[config.mk]
export PLATFORM = sky130hd
export DESIGN_NAME = ssm_spread_ctrl
export DESIGN_NICKNAME = d
export VERILOG_FILES = /design/src/rtl/ssm_pkg.sv /design/src/rtl/ssm_sel_decode.sv /design/src/rtl/ssm_spread_rom.sv /design/src/rtl/ssm_step_calc.sv /design/src/rtl/ssm_tri_sweep.sv /design/src/rtl/ssm_spread_ctrl.sv
export SDC_FILE = /design/constraint.sdc
export NUM_CORES = 1
export LEC_CHECK = 0
export BUFFER_PORTS_ARGS = -buffer_cell sky130_fd_sc_hd__buf_2
export CAP_MARGIN = 20
export CORE_MARGIN = 2
export CORE_UTILIZATION = 55
export DETAILED_ROUTE_END_ITERATION = 10
export PLACE_DENSITY = 0.74
export SYNTH_ARGS = -nofsm -noshare
export SYNTH_HDL_FRONTEND = slang
export SYNTH_SLANG_ARGS = --single-unit
[constraint.sdc]
create_clock -name clk -period 10.35 [get_ports clk]
set_clock_uncertainty 0.1 [all_clocks]
set_input_delay 1.035 -clock clk [delete_from_list [all_inputs] [get_ports clk]]
set_output_delay 1.035 -clock clk [all_outputs]
set_load 0.01 [all_outputs]
[src/rtl/ssm_pkg.sv]
package ssm_pkg;

  // Three-level selection alphabet
  typedef enum logic [1:0] {
    LVL_LO  = 2'd0,
    LVL_MID = 2'd1,
    LVL_HI  = 2'd2
  } lvl_e;

  localparam int NUM_BANDS = 5;
  localparam int NUM_ROWS  = 9;
  localparam int ROW_W     = $clog2(NUM_ROWS);

  // code 11 folds onto high
  function automatic lvl_e code_to_lvl(input logic [1:0] code);
    if (code[1])      return LVL_HI;
    else if (code[0]) return LVL_MID;
    else              return LVL_LO;
  endfunction

endpackage

[src/rtl/ssm_sel_decode.sv]
module ssm_sel_decode
  import ssm_pkg::*;
(
  input  logic [1:0]       maj_code,
  input  logic [1:0]       min_code,
  output logic [ROW_W-1:0] row
);

  lvl_e lv_maj, lv_min;

  always_comb begin
    lv_maj = code_to_lvl(maj_code);
    lv_min = code_to_lvl(min_code);
    // rows 0..4: low reference range, rows 5..8: high reference range
    unique case ({lv_maj, lv_min})
      {LVL_MID, LVL_MID}: row = ROW_W'(0);
      {LVL_MID, LVL_LO }: row = ROW_W'(1);
      {LVL_HI , LVL_LO }: row = ROW_W'(2);
      {LVL_LO , LVL_LO }: row = ROW_W'(3);
      {LVL_LO , LVL_MID}: row = ROW_W'(4);
      {LVL_HI , LVL_MID}: row = ROW_W'(5);
      {LVL_LO , LVL_HI }: row = ROW_W'(6);
      {LVL_HI , LVL_HI }: row = ROW_W'(7);
      {LVL_MID, LVL_HI }: row = ROW_W'(8);
      default:            row = ROW_W'(0);
    endcase
  end

endmodule

[src/rtl/ssm_spread_rom.sv]
module ssm_spread_rom
  import ssm_pkg::*;
#(
  parameter int SPR_W = 9
) (
  input  logic [ROW_W-1:0] row,
  input  logic [2:0]       band_raw,
  output logic [SPR_W-1:0] spread
);

  localparam int PACK_W = SPR_W * NUM_BANDS;
  localparam int LAST_B = NUM_BANDS - 1;

  // Each row packs five spreads (0.01 % units); band 0 in the low bits.
  function automatic logic [PACK_W-1:0] row_pack(input logic [ROW_W-1:0] r);
    case (r)
      ROW_W'(0): return {SPR_W'(280), SPR_W'(300), SPR_W'(320), SPR_W'(350), SPR_W'(380)};
      ROW_W'(1): return {SPR_W'(240), SPR_W'(260), SPR_W'(280), SPR_W'(300), SPR_W'(320)};
      ROW_W'(2): return {SPR_W'(200), SPR_W'(220), SPR_W'(240), SPR_W'(250), SPR_W'(280)};
      ROW_W'(3): return {SPR_W'(170), SPR_W'(180), SPR_W'(190), SPR_W'(210), SPR_W'(230)};
      ROW_W'(4): return {SPR_W'(140), SPR_W'(150), SPR_W'(160), SPR_W'(170), SPR_W'(190)};
      ROW_W'(5): return {SPR_W'(180), SPR_W'(200), SPR_W'(230), SPR_W'(240), SPR_W'(250)};
      ROW_W'(6): return {SPR_W'(130), SPR_W'(140), SPR_W'(160), SPR_W'(180), SPR_W'(190)};
      ROW_W'(7): return {SPR_W'(80),  SPR_W'(100), SPR_W'(110), SPR_W'(110), SPR_W'(120)};
      ROW_W'(8): return {SPR_W'(60),  SPR_W'(80),  SPR_W'(90),  SPR_W'(90),  SPR_W'(100)};
      default:   return '0;
    endcase
  endfunction

  logic [2:0]        band_c;
  logic [PACK_W-1:0] packed_row;

  always_comb begin
    band_c     = (int'(band_raw) > LAST_B) ? 3'(LAST_B) : band_raw;
    packed_row = row_pack(row);
    spread     = packed_row[int'(band_c)*SPR_W +: SPR_W];
  end

endmodule

[src/rtl/ssm_step_calc.sv]
module ssm_step_calc #(
  parameter int SPR_W   = 9,
  parameter int HALF    = 583,
  parameter int HALF_W  = 12,
  parameter int SWING_W = 13,
  parameter int REM_W   = 10
) (
  input  logic [SPR_W-1:0]   spread,
  output logic [HALF_W-1:0]  half_amp,
  output logic [SWING_W-1:0] quo,
  output logic [REM_W-1:0]   rem
);

  logic [SWING_W-1:0] swing;
  logic [SWING_W-1:0] rem_w;

  // 0.01 % -> 0.001 %: half = 5*T, full swing = 10*T
  always_comb begin
    swing    = SWING_W'(spread) * SWING_W'(10);
    half_amp = HALF_W'(spread) * HALF_W'(5);
    quo      = swing / SWING_W'(HALF);
    rem_w    = swing % SWING_W'(HALF);
    rem      = rem_w[REM_W-1:0];
  end

endmodule

[src/rtl/ssm_tri_sweep.sv]
module ssm_tri_sweep #(
  parameter int PERIOD  = 1166,
  parameter int HALF_W  = 12,
  parameter int SWING_W = 13,
  parameter int REM_W   = 10,
  parameter int OFS_W   = 16
) (
  input  logic                    clk,
  input  logic                    rst,
  input  logic                    en,
  input  logic [HALF_W-1:0]       half_in,
  input  logic [SWING_W-1:0]      quo_in,
  input  logic [REM_W-1:0]        rem_in,
  output logic signed [OFS_W-1:0] ofs
);

  localparam int HALF = PERIOD / 2;
  localparam int PH_W = $clog2(PERIOD);
  localparam logic [PH_W-1:0]    PH_LAST = PH_W'(PERIOD - 1);
  localparam logic [PH_W-1:0]    PH_TOP  = PH_W'(HALF);
  localparam logic [PH_W-1:0]    PH_ONE  = PH_W'(1);
  localparam logic [SWING_W-1:0] S_ONE   = SWING_W'(1);
  localparam logic [REM_W:0]     HALF_R  = (REM_W + 1)'(HALF);

  logic [PH_W-1:0]    ph_q;
  logic               run_q;
  logic [SWING_W-1:0] fl_q, fl_nx;
  logic [REM_W-1:0]   rm_q, rm_nx;
  logic [HALF_W-1:0]  half_q;
  logic [SWING_W-1:0] quo_q;
  logic [REM_W-1:0]   rin_q;
  logic [REM_W:0]     up_sum, dn_sum;
  logic               rising;

  // Remainder-tracked accumulator: fl = floor(k * 2H / HALF)
  always_comb begin
    rising = ph_q < PH_TOP;
    up_sum = {1'b0, rm_q} + {1'b0, rin_q};
    dn_sum = {1'b0, rm_q} + HALF_R - {1'b0, rin_q};
    if (rising) begin
      if (up_sum >= HALF_R) begin
        fl_nx = fl_q + quo_q + S_ONE;
        rm_nx = REM_W'(up_sum - HALF_R);
      end else begin
        fl_nx = fl_q + quo_q;
        rm_nx = up_sum[REM_W-1:0];
      end
    end else begin
      if (rm_q >= rin_q) begin
        fl_nx = fl_q - quo_q;
        rm_nx = rm_q - rin_q;
      end else begin
        fl_nx = fl_q - quo_q - S_ONE;
        rm_nx = dn_sum[REM_W-1:0];
      end
    end
  end

  always_ff @(posedge clk) begin
    if (rst) begin
      ph_q   <= '0;
      run_q  <= 1'b0;
      fl_q   <= '0;
      rm_q   <= '0;
      half_q <= '0;
      quo_q  <= '0;
      rin_q  <= '0;
    end else if (!en) begin
      ph_q  <= '0;
      run_q <= 1'b0;
      fl_q  <= '0;
      rm_q  <= '0;
    end else if (!run_q || ph_q == PH_LAST) begin
      // period boundary: minimum point, settings sampled here only
      ph_q   <= '0;
      run_q  <= 1'b1;
      fl_q   <= '0;
      rm_q   <= '0;
      half_q <= half_in;
      quo_q  <= quo_in;
      rin_q  <= rem_in;
    end else begin
      ph_q <= ph_q + PH_ONE;
      fl_q <= fl_nx;
      rm_q <= rm_nx;
    end
  end

  always_comb begin
    if (run_q) ofs = $signed(OFS_W'(fl_q)) - $signed(OFS_W'(half_q));
    else       ofs = '0;
  end

  AST_SWING_RANGE: assert property (@(posedge clk) disable iff (rst)
    run_q |-> (fl_q <= {half_q, 1'b0}));
  AST_PEAK_EXACT: assert property (@(posedge clk) disable iff (rst)
    (run_q && ph_q == PH_TOP) |-> (fl_q == {half_q, 1'b0}));
  AST_RISE_MONO: assert property (@(posedge clk) disable iff (rst)
    (run_q && en && rising) |=> (fl_q >= $past(fl_q)));
  AST_HOLD_SETTING: assert property (@(posedge clk) disable iff (rst)
    (run_q && en && ph_q != PH_LAST) |=> $stable(half_q));
  AST_STEP_BOUND: assert property (@(posedge clk) disable iff (rst)
    (run_q && en && ph_q != PH_LAST) |=>
      (((fl_q >= $past(fl_q)) ? (fl_q - $past(fl_q)) : ($past(fl_q) - fl_q))
        <= ($past(quo_q) + S_ONE)));

endmodule

[src/rtl/ssm_spread_ctrl.sv]
module ssm_spread_ctrl
  import ssm_pkg::*;
#(
  parameter int PERIOD = 1166,
  parameter int SPR_W  = 9,
  parameter int OFS_W  = 16
) (
  input  logic                    clk,
  input  logic                    rst,
  input  logic [1:0]              sel_major,
  input  logic [1:0]              sel_minor,
  input  logic [2:0]              band_idx,
  input  logic                    sweep_en,
  output logic signed [OFS_W-1:0] freq_ofs
);

  localparam int HALF    = PERIOD / 2;
  localparam int SWING_W = $clog2(((1 << SPR_W) - 1) * 10 + 1);
  localparam int HALF_W  = SWING_W - 1;
  localparam int REM_W   = $clog2(HALF);

  logic [ROW_W-1:0]   row;
  logic [SPR_W-1:0]   spread;
  logic [HALF_W-1:0]  half_amp;
  logic [SWING_W-1:0] quo;
  logic [REM_W-1:0]   rem;

  ssm_sel_decode u_dec (
    .maj_code (sel_major),
    .min_code (sel_minor),
    .row      (row)
  );

  ssm_spread_rom #(.SPR_W(SPR_W)) u_rom (
    .row      (row),
    .band_raw (band_idx),
    .spread   (spread)
  );

  ssm_step_calc #(
    .SPR_W(SPR_W), .HALF(HALF), .HALF_W(HALF_W),
    .SWING_W(SWING_W), .REM_W(REM_W)
  ) u_step (
    .spread   (spread),
    .half_amp (half_amp),
    .quo      (quo),
    .rem      (rem)
  );

  ssm_tri_sweep #(
    .PERIOD(PERIOD), .HALF_W(HALF_W), .SWING_W(SWING_W),
    .REM_W(REM_W), .OFS_W(OFS_W)
  ) u_sweep (
    .clk     (clk),
    .rst     (rst),
    .en      (sweep_en),
    .half_in (half_amp),
    .quo_in  (quo),
    .rem_in  (rem),
    .ofs     (freq_ofs)
  );

  AST_DISABLED_ZERO: assert property (@(posedge clk) disable iff (rst)
    !sweep_en |=> (freq_ofs == '0));
  AST_RESET_ZERO: assert property (@(posedge clk) disable iff (rst)
    $past(rst) |-> (freq_ofs == '0));

endmodule

-- Word-level counts from Yosys, hierarchy flattened
Memories as Yosys holds them, arrays and structs flattened.
Cells that the tools add are included.
- register bits: 70
- bits in latches: 0
- bits in writable memories: 0
- ROM bits: 704
- input bits: 10
- output and inout bits: 16
- logic and storage cells: 49
- memories: 2
- $add $sub $neg: 11
- multipliers: 3
- div/mod/pow operators: 2
- $lt $le $gt $ge: 4
- eq/ne operators: 1
- shifts and indexed selects: 1
- mux-type cells: 12
- bitwise logic cells: 1
- reduce and logical (&&, ||, !) cells: 5
- memories (name ; depth ; width ; read ports ; clocked after memory_dff ; wr ports ; RTL line ; text):
    (no name shown) ; 16 ; 40 ; 1 ; 0 ; 0 ; ssm_spread_rom.sv:16 ; case (r)
    (no name shown) ; 16 ; 4 ; 1 ; 0 ; 0 ; ssm_sel_decode.sv:15 ; unique case ({lv_maj, lv_min})
- operator list (kind ; count):
    indexed part select 45 x 32 -> 9 bit ; 1
    two-way mux 13 bit ; 3
    two-way mux 10 bit ; 3
    multiplier 9 x 3 -> 12 bit (second input constant) ; 2
    subtractor 10 bit ; 2
    two-way mux 16 bit ; 1
    subtractor 13 x 12 -> 14 bit ; 1
    adder 13 x 1 -> 13 bit (second input constant) ; 1
    adder 13 bit ; 1
    divider 13 x 10 -> 13 bit (second input constant) ; 1
    remainder unit 13 x 10 -> 13 bit (second input constant) ; 1
    subtractor 13 x 1 -> 13 bit (second input constant) ; 1
    subtractor 13 bit ; 1
    adder 10 x 10 -> 11 bit ; 1
    adder 11 x 1 -> 11 bit (second input constant) ; 1
    == test 11 bit (second input constant) ; 1
    >= comparator 11 x 10 -> 1 bit (second input constant) ; 1
    less-than comparator 11 x 10 -> 1 bit (second input constant) ; 1
    adder 10 bit (second input constant) ; 1
    >= comparator 10 bit ; 1
    subtractor 10 bit (second input constant) ; 1
    multiplier 3 x 4 -> 7 bit (second input constant) ; 1
    two-way mux 2 bit ; 2
    greater-than comparator 3 bit (second input constant) ; 1
    8 further kinds ; 9

-- Depth between registers and ports, before layout
An unclocked memory read counts as a cell.
- word-level depth: 7
- depth in mapped cells: 42
- gate-level depth less buffers: 39

-- Modules after synthesis
From an unflattened synthesis, not the netlist that was laid out.
- cell total of the unflattened synthesis: 1242
- area, all modules: 9277.6 um2
- modules (own cells, without submodules) (module ; times used ; cells each ; area an instance (um2) ; sequential area each (um2)):
    ssm_tri_sweep ; 1 ; 843 ; 6470.0 ; 1401.3
    ssm_step_calc ; 1 ; 271 ; 1963.1 ; 0.0
    ssm_spread_rom ; 1 ; 121 ; 802.0 ; 0.0
    ssm_sel_decode ; 1 ; 7 ; 42.5 ; 0.0

-- Least setup slack after synthesis
No wires, ideal clock.
- path kind: input to register
- start: input port sel_minor[0]
- end: register u_sweep.rin_q[8]
- setup time: 0.122 ns
- arrival time: 9.341 ns
- required time: 10.128 ns
- setup slack: 0.787 ns
- cell stages on the path: 38
- path buffers: 4
- cell sequence: buf_1 > o21ai_0 > nand2_1 > inv_1 > ha_1 > and4bb_4 > a2111o_1 > a32o_1 > or2_0 > clkbuf_1 > inv_1 > ha_1 > ha_1 > fa_1 > a211oi_1 > nor2_1 > or2_2 > clkbuf_1 > [... 2 more ...] > a21oi_1 > clkbuf_1 > nor3_1 > a2111oi_4 > o311ai_2 > ha_1 > o2bb2ai_2 > a31oi_2 > nor2_1 > xnor2_1 > ha_1 > nand2_1 > a311oi_1 > a211oi_2 > a211oi_2 > o21bai_4 > and4b_1 > a311o_1
- cells in the longest elaborated chain, start to end: 7
- RTL lines (element ; RTL line ; text):
    start, declared ; ssm_spread_ctrl.sv:11 ; input logic [1:0] sel_minor,
    two-way mux 1 bit ; ssm_pkg.sv:17 ; else if (code[0]) return LVL_MID;
    two-way mux 2 bit ; ssm_pkg.sv:16 ; if (code[1]) return LVL_HI;
    memory (16 x 4 bit) ; - ;
    memory (16 x 40 bit) ; - ;
    indexed part select 45 x 32 -> 9 bit ; ssm_spread_rom.sv:36 ; spread = packed_row[int'(band_c)*SPR_W +: SPR_W];
    multiplier 9 x 3 -> 12 bit ; ssm_step_calc.sv:19 ; swing = SWING_W'(spread) * SWING_W'(10);
    remainder unit 13 x 10 -> 13 bit ; ssm_step_calc.sv:22 ; rem_w = swing % SWING_W'(HALF);
    end signal, assigned ; ssm_tri_sweep.sv:81 ; rin_q <= rem_in;
    end, declared ; ssm_tri_sweep.sv:31 ; logic [REM_W-1:0] rin_q;
No other way between the ends.
A chain may end at the register's enable or synchronous reset.

-- Final worst setup path
- start: input port sel_minor[1]
- end: register u_sweep.rin_q[8]
- cells in the longest elaborated chain, start to end: 6
- RTL lines (element ; RTL line):
    two-way mux 2 bit ; ssm_pkg.sv:16
    memory (16 x 4 bit) ; -
    memory (16 x 40 bit) ; -
    indexed part select 45 x 32 -> 9 bit ; ssm_spread_rom.sv:36
    multiplier 9 x 3 -> 12 bit ; ssm_step_calc.sv:19
    remainder unit 13 x 10 -> 13 bit ; ssm_step_calc.sv:22
No other way between the ends.

==> impl_table.tex <==
\begin{tabular}{lr}
\hline
Metric & Value \\
\hline
\multicolumn{2}{l}{\textbf{Clock network}} \\
\quad Clock-pin transition on the worst setup and hold timing paths & 0.05 ns \\
\quad Htree depth & 3 \\
\quad Hold-fix buffers, CTS & 0 \\
\quad Buffers from clock root to sink, at most & 2 \\
\quad Clock buffers created by TritonCTS & 9 \\
\quad Clk root buf & sky130\_fd\_sc\_hd\_\_clkbuf\_16 \\
\quad CTS tree & yes \\
\quad Clock latency reported for the late side of the worst-skew pair & 0.34 ns \\
\quad Clock sink total & 58 \\
\multicolumn{2}{l}{\textbf{Route}} \\
\quad Routed wire length per instance & 15.7 µm \\
\quad Total vias in the final route & 7289 \\
\quad DR pass1 iterations & 6 \\
\quad Vias per cell & 5.97 \\
\quad DRT antenna net count & 0 \\
\quad Count of routing violations after the opening detailed-route iteration & 553 \\
\quad Total DRC errors in the routed layout & 0 \\
\quad Wirelength, routed & 19200 µm \\
\multicolumn{2}{l}{\textbf{Cells and area}} \\
\quad Utilization after layout & 0.606 \\
\quad Area Overhead vs Synth & 7.75\% \\
\quad Number of nets in the final layout & 1141 \\
\quad Post-route insts no fill & 1221 \\
\quad Final antenna diode count & 0 \\
\quad Layout cells sized above 1 & 0.115 \\
\multicolumn{2}{l}{\textbf{Synth}} \\
\quad Number of instances in the synthesized netlist & 1032 \\
\quad EDFF count, synth & 0 \\
\quad Post-synthesis async set-or-reset flop share & 0 \\
\quad Cell type contributing the most total cell area after synthesis & sky130\_fd\_sc\_hd\_\_dfxtp\_1 \\
\quad Synth top area share & 0.149 \\
\quad Cell area after technology mapping & 7800 µm² \\
\quad Post-synth cell types & 95 \\
\quad Most used flip-flop cell after synthesis & sky130\_fd\_sc\_hd\_\_dfxtp\_1 \\
\quad Total nets after synthesis & 1137 \\
\quad Number of warnings reported in the yosys synthesis log & 0 \\
\quad Flip-flop and latch count after synthesis & 58 \\
\quad Main area contributors after synthesis & sky130\_fd\_sc\_hd\_\_dfxtp\_1 (15\%), sky130\_fd\_sc\_hd\_\_ha\_1 (13\%), sky130\_fd\_sc\_hd\_\_xnor2\_1 (7.3\%) \\
\quad Sequential-to-total area share from yosys stat & 0.149 \\
\quad Ranking of synthesized cells by instance count & sky130\_fd\_sc\_hd\_\_nor2\_1 (118), sky130\_fd\_sc\_hd\_\_nand2\_1 (86), sky130\_fd\_sc\_hd\_\_ha\_1 (82), sky130\_fd\_sc\_hd\_\_a21oi\_1 (76), sky130\_fd\_sc\_hd\_\_inv\_1 (76) \\
\quad Most used standard cell by instance count after synthesis & sky130\_fd\_sc\_hd\_\_nor2\_1 \\
\quad Synthesized area per cell & 7.56 µm² \\
\multicolumn{2}{l}{\textbf{Floorplan}} \\
\quad \# rows & 43 \\
\quad Core region area & 13900 µm² \\
\quad Height of the die & 123 µm \\
\quad Area of the die & 15200 µm² \\
\quad Initial Utilization & 0.562 \\
\quad Io pins & 26 \\
\quad Width of the die & 123 µm \\
\multicolumn{2}{l}{\textbf{GRT}} \\
\quad Global routing usage summed across all routing layers & 0.258 \\
\quad First-pass GRT wire length & 31800 µm \\
\quad Pin count of the biggest net entering global routing & 45 \\
\quad Antenna violations before repair & 0 \\
\quad Number of global-route vias before repair & 6789 \\
\quad Overall overflow remaining after global route & 0 \\
\multicolumn{2}{l}{\textbf{Power}} \\
\quad Cell area power density & 215 nW/µm² \\
\quad Reg power frac & 0.149 \\
\quad Leakage power summed over all cells & 3.37 nW \\
\quad Internal power & 0.914 mW \\
\quad Peak VDD IR & 0.121 mV \\
\quad Net Sw Frac & 0.494 \\
\quad Sw power & 0.891 mW \\
\quad Share of total power in combinational logic & 0.693 \\
\quad Proportion of power drawn by the clock network & 0.158 \\
\multicolumn{2}{l}{\textbf{Critical path}} \\
\quad Startpoint types & input pin \\
\quad Worst Setup End Kind & flip-flop \\
\quad Cell with the largest stage delay on the worst path & sky130\_fd\_sc\_hd\_\_fa\_1 \\
\quad Critical Path AT & 9.93 ns \\
\quad CP required & 10.48 ns \\
\quad Critical Path Fanout Max & 16 \\
\quad Critical path's largest stage delay & 0.47 ns \\
\quad Crit Path Class & in -> reg \\
\quad Cell type with the highest occurrence count on the critical path & sky130\_fd\_sc\_hd\_\_ha\_1 \\
\multicolumn{2}{l}{\textbf{STA}} \\
\quad Actual transition at the worst max-transition pin & 0.888 ns \\
\quad Slew HR & 0.408 \\
\quad Setup-violating endpoint count in the final report & 0 \\
\quad Maximum achievable frequency & 102 MHz \\
\quad Number of slew-limit violations in the final report & 0 \\
\quad Number of failing hold endpoints at the final stage & 0 \\
\quad Worst hold-check slack & 0.361 ns \\
\quad Part of the cycle the worst path needs & 0.947 \\
\quad Fin crit period & 9.81 ns \\
\multicolumn{2}{l}{\textbf{Placed design}} \\
\quad Number of buffers added on ports & 25 \\
\quad Post-Place Cells & 1202 \\
\quad Placer congestion estimate & 0.938 \\
\quad Detail Placement HPWL & 14700 µm \\
\multicolumn{2}{l}{\textbf{Flow run}} \\
\quad Number of violations of the max-capacitance limit & 0 \\
\multicolumn{2}{l}{\textbf{Run status}} \\
\quad Outcome & finished clean \\
\multicolumn{2}{l}{\textbf{Hold path}} \\
\quad Hold Crit Class & reg -> reg \\
\hline
\end{tabular}
power groups by stage:
stage	logic, mW	registers [mW]	clock network [mW]
after floorplan	0.984	0.264	0
after global placement	1.19	0.273	0
after detailed placement	1.21	0.273	0
after CTS	1.22	0.268	0.289
after global routing	1.38	0.272	0.297
final	1.25	0.268	0.286
sequential cells by signal (all words and copies together), names as in the netlist:
register	cells
u_sweep.ph_q	11
u_sweep.rm_q	10
u_sweep.half_q	11
u_sweep.rin_q	10
u_sweep.run_q	1
u_sweep.fl_q	13
u_sweep.quo_q	2
stage by stage:
| stage | TNS [ns] | power [mW] | cell area [µm²] | worst slack (ns) |
|---|---|---|---|---|
| after global routing | -0.148 | 1.94 | 8410 | -0.0926 |
| after global placement | 0 | 1.47 | 8030 | 0.535 |
| after floorplan | 0 | 1.25 | 7800 | 0.787 |
| after CTS | 0 | 1.78 | 8310 | 0.557 |
| final | 0 | 1.80 | 8410 | 0.544 |
| after detailed placement | 0 | 1.48 | 8030 | 0.206 |
cell usage in the layout (no fill, tap or decap), types with 4 or more instances in the layout:
cell / count
sky130_fd_sc_hd__a211o_1: 5
sky130_fd_sc_hd__a211oi_1: 36
sky130_fd_sc_hd__a211oi_2: 6
sky130_fd_sc_hd__a21o_1: 10
sky130_fd_sc_hd__a21oi_1: 73
sky130_fd_sc_hd__a21oi_2: 4
sky130_fd_sc_hd__a31oi_1: 9
sky130_fd_sc_hd__and2_1: 20
sky130_fd_sc_hd__and3_1: 10
sky130_fd_sc_hd__buf_2: 25
sky130_fd_sc_hd__buf_4: 13
sky130_fd_sc_hd__clkbuf_16: 9
sky130_fd_sc_hd__dfxtp_1: 58
sky130_fd_sc_hd__fa_1: 13
sky130_fd_sc_hd__ha_1: 82
sky130_fd_sc_hd__inv_1: 76
sky130_fd_sc_hd__mux2i_1: 10
sky130_fd_sc_hd__nand2_1: 86
sky130_fd_sc_hd__nand2b_1: 10
sky130_fd_sc_hd__nand3_1: 22
sky130_fd_sc_hd__nand4_1: 8
sky130_fd_sc_hd__nor2_1: 118
sky130_fd_sc_hd__nor2b_1: 6
sky130_fd_sc_hd__nor3_1: 21
sky130_fd_sc_hd__nor3b_1: 6
sky130_fd_sc_hd__o211ai_1: 8
sky130_fd_sc_hd__o21a_1: 8
sky130_fd_sc_hd__o21ai_0: 37
sky130_fd_sc_hd__o21ai_1: 6
sky130_fd_sc_hd__o21bai_1: 17
sky130_fd_sc_hd__o31a_1: 5
sky130_fd_sc_hd__o31ai_1: 4
sky130_fd_sc_hd__or2_2: 8
sky130_fd_sc_hd__or3_1: 11
sky130_fd_sc_hd__xnor2_1: 64
sky130_fd_sc_hd__xor2_1: 30
repair_timing:
action,CTS,global route
setup endpoints to repair,0,7
buffers inserted,0,3
gates resized for setup,0,13
area by class of cell:
cell class / count / area (µm²)
fillers: 1273 / 5480
well taps: 180 / 225
clock inverters: 6 / 41.3
flip-flops and latches: 58 / 1160
clock buffers: 10 / 239
repair buffers: 38 / 223
multi-input cells: 850 / 6220
inverters: 79 / 297
critical path, delay by kind of cell:
family | cells | cell delay (ns)
and+or+nand+nor | 8 | 1.68
adders and majority gates | 6 | 1.74
muxes | 1 | 0.37
buffers and inverters | 4 | 0.67
AOI/OAI and AO/OA | 16 | 4.22
xor gates and xnor gates | 1 | 0.21
layer usage:
metal,wire (µm),vias up,global-route usage
met1,9210,3377,0.349
met2,8840,211,0.426
met4,299,0,0.0661
met5,0,-,0
met3,853,38,0.0457
li1,-,3663,-
worst paths after layout:
check                    start                end  slack, ns  cells past startpoint
min          u_sweep.half_q[4]  u_sweep.half_q[4]       0.36                      2
min reg2reg  u_sweep.half_q[4]  u_sweep.half_q[4]       0.36                      2
max reg2reg   u_sweep.rin_q[1]    u_sweep.fl_q[5]       5.59                     19
max               sel_minor[1]   u_sweep.rin_q[8]       0.54                     36
cell families after synthesis:
logic type	count (synthesis)	synth area share
XOR/XNOR	96	0.108
AO/OA/AOI/OAI	287	0.269
flip-flops	58	0.149
other	1	0.000481
adder cells (fa/ha/maj)	95	0.165
multiplexers	15	0.0204
buffers and inverters	124	0.0648
AND/OR/NAND/NOR	356	0.224
No activity file was read; power rests on OpenSTA's default activity.
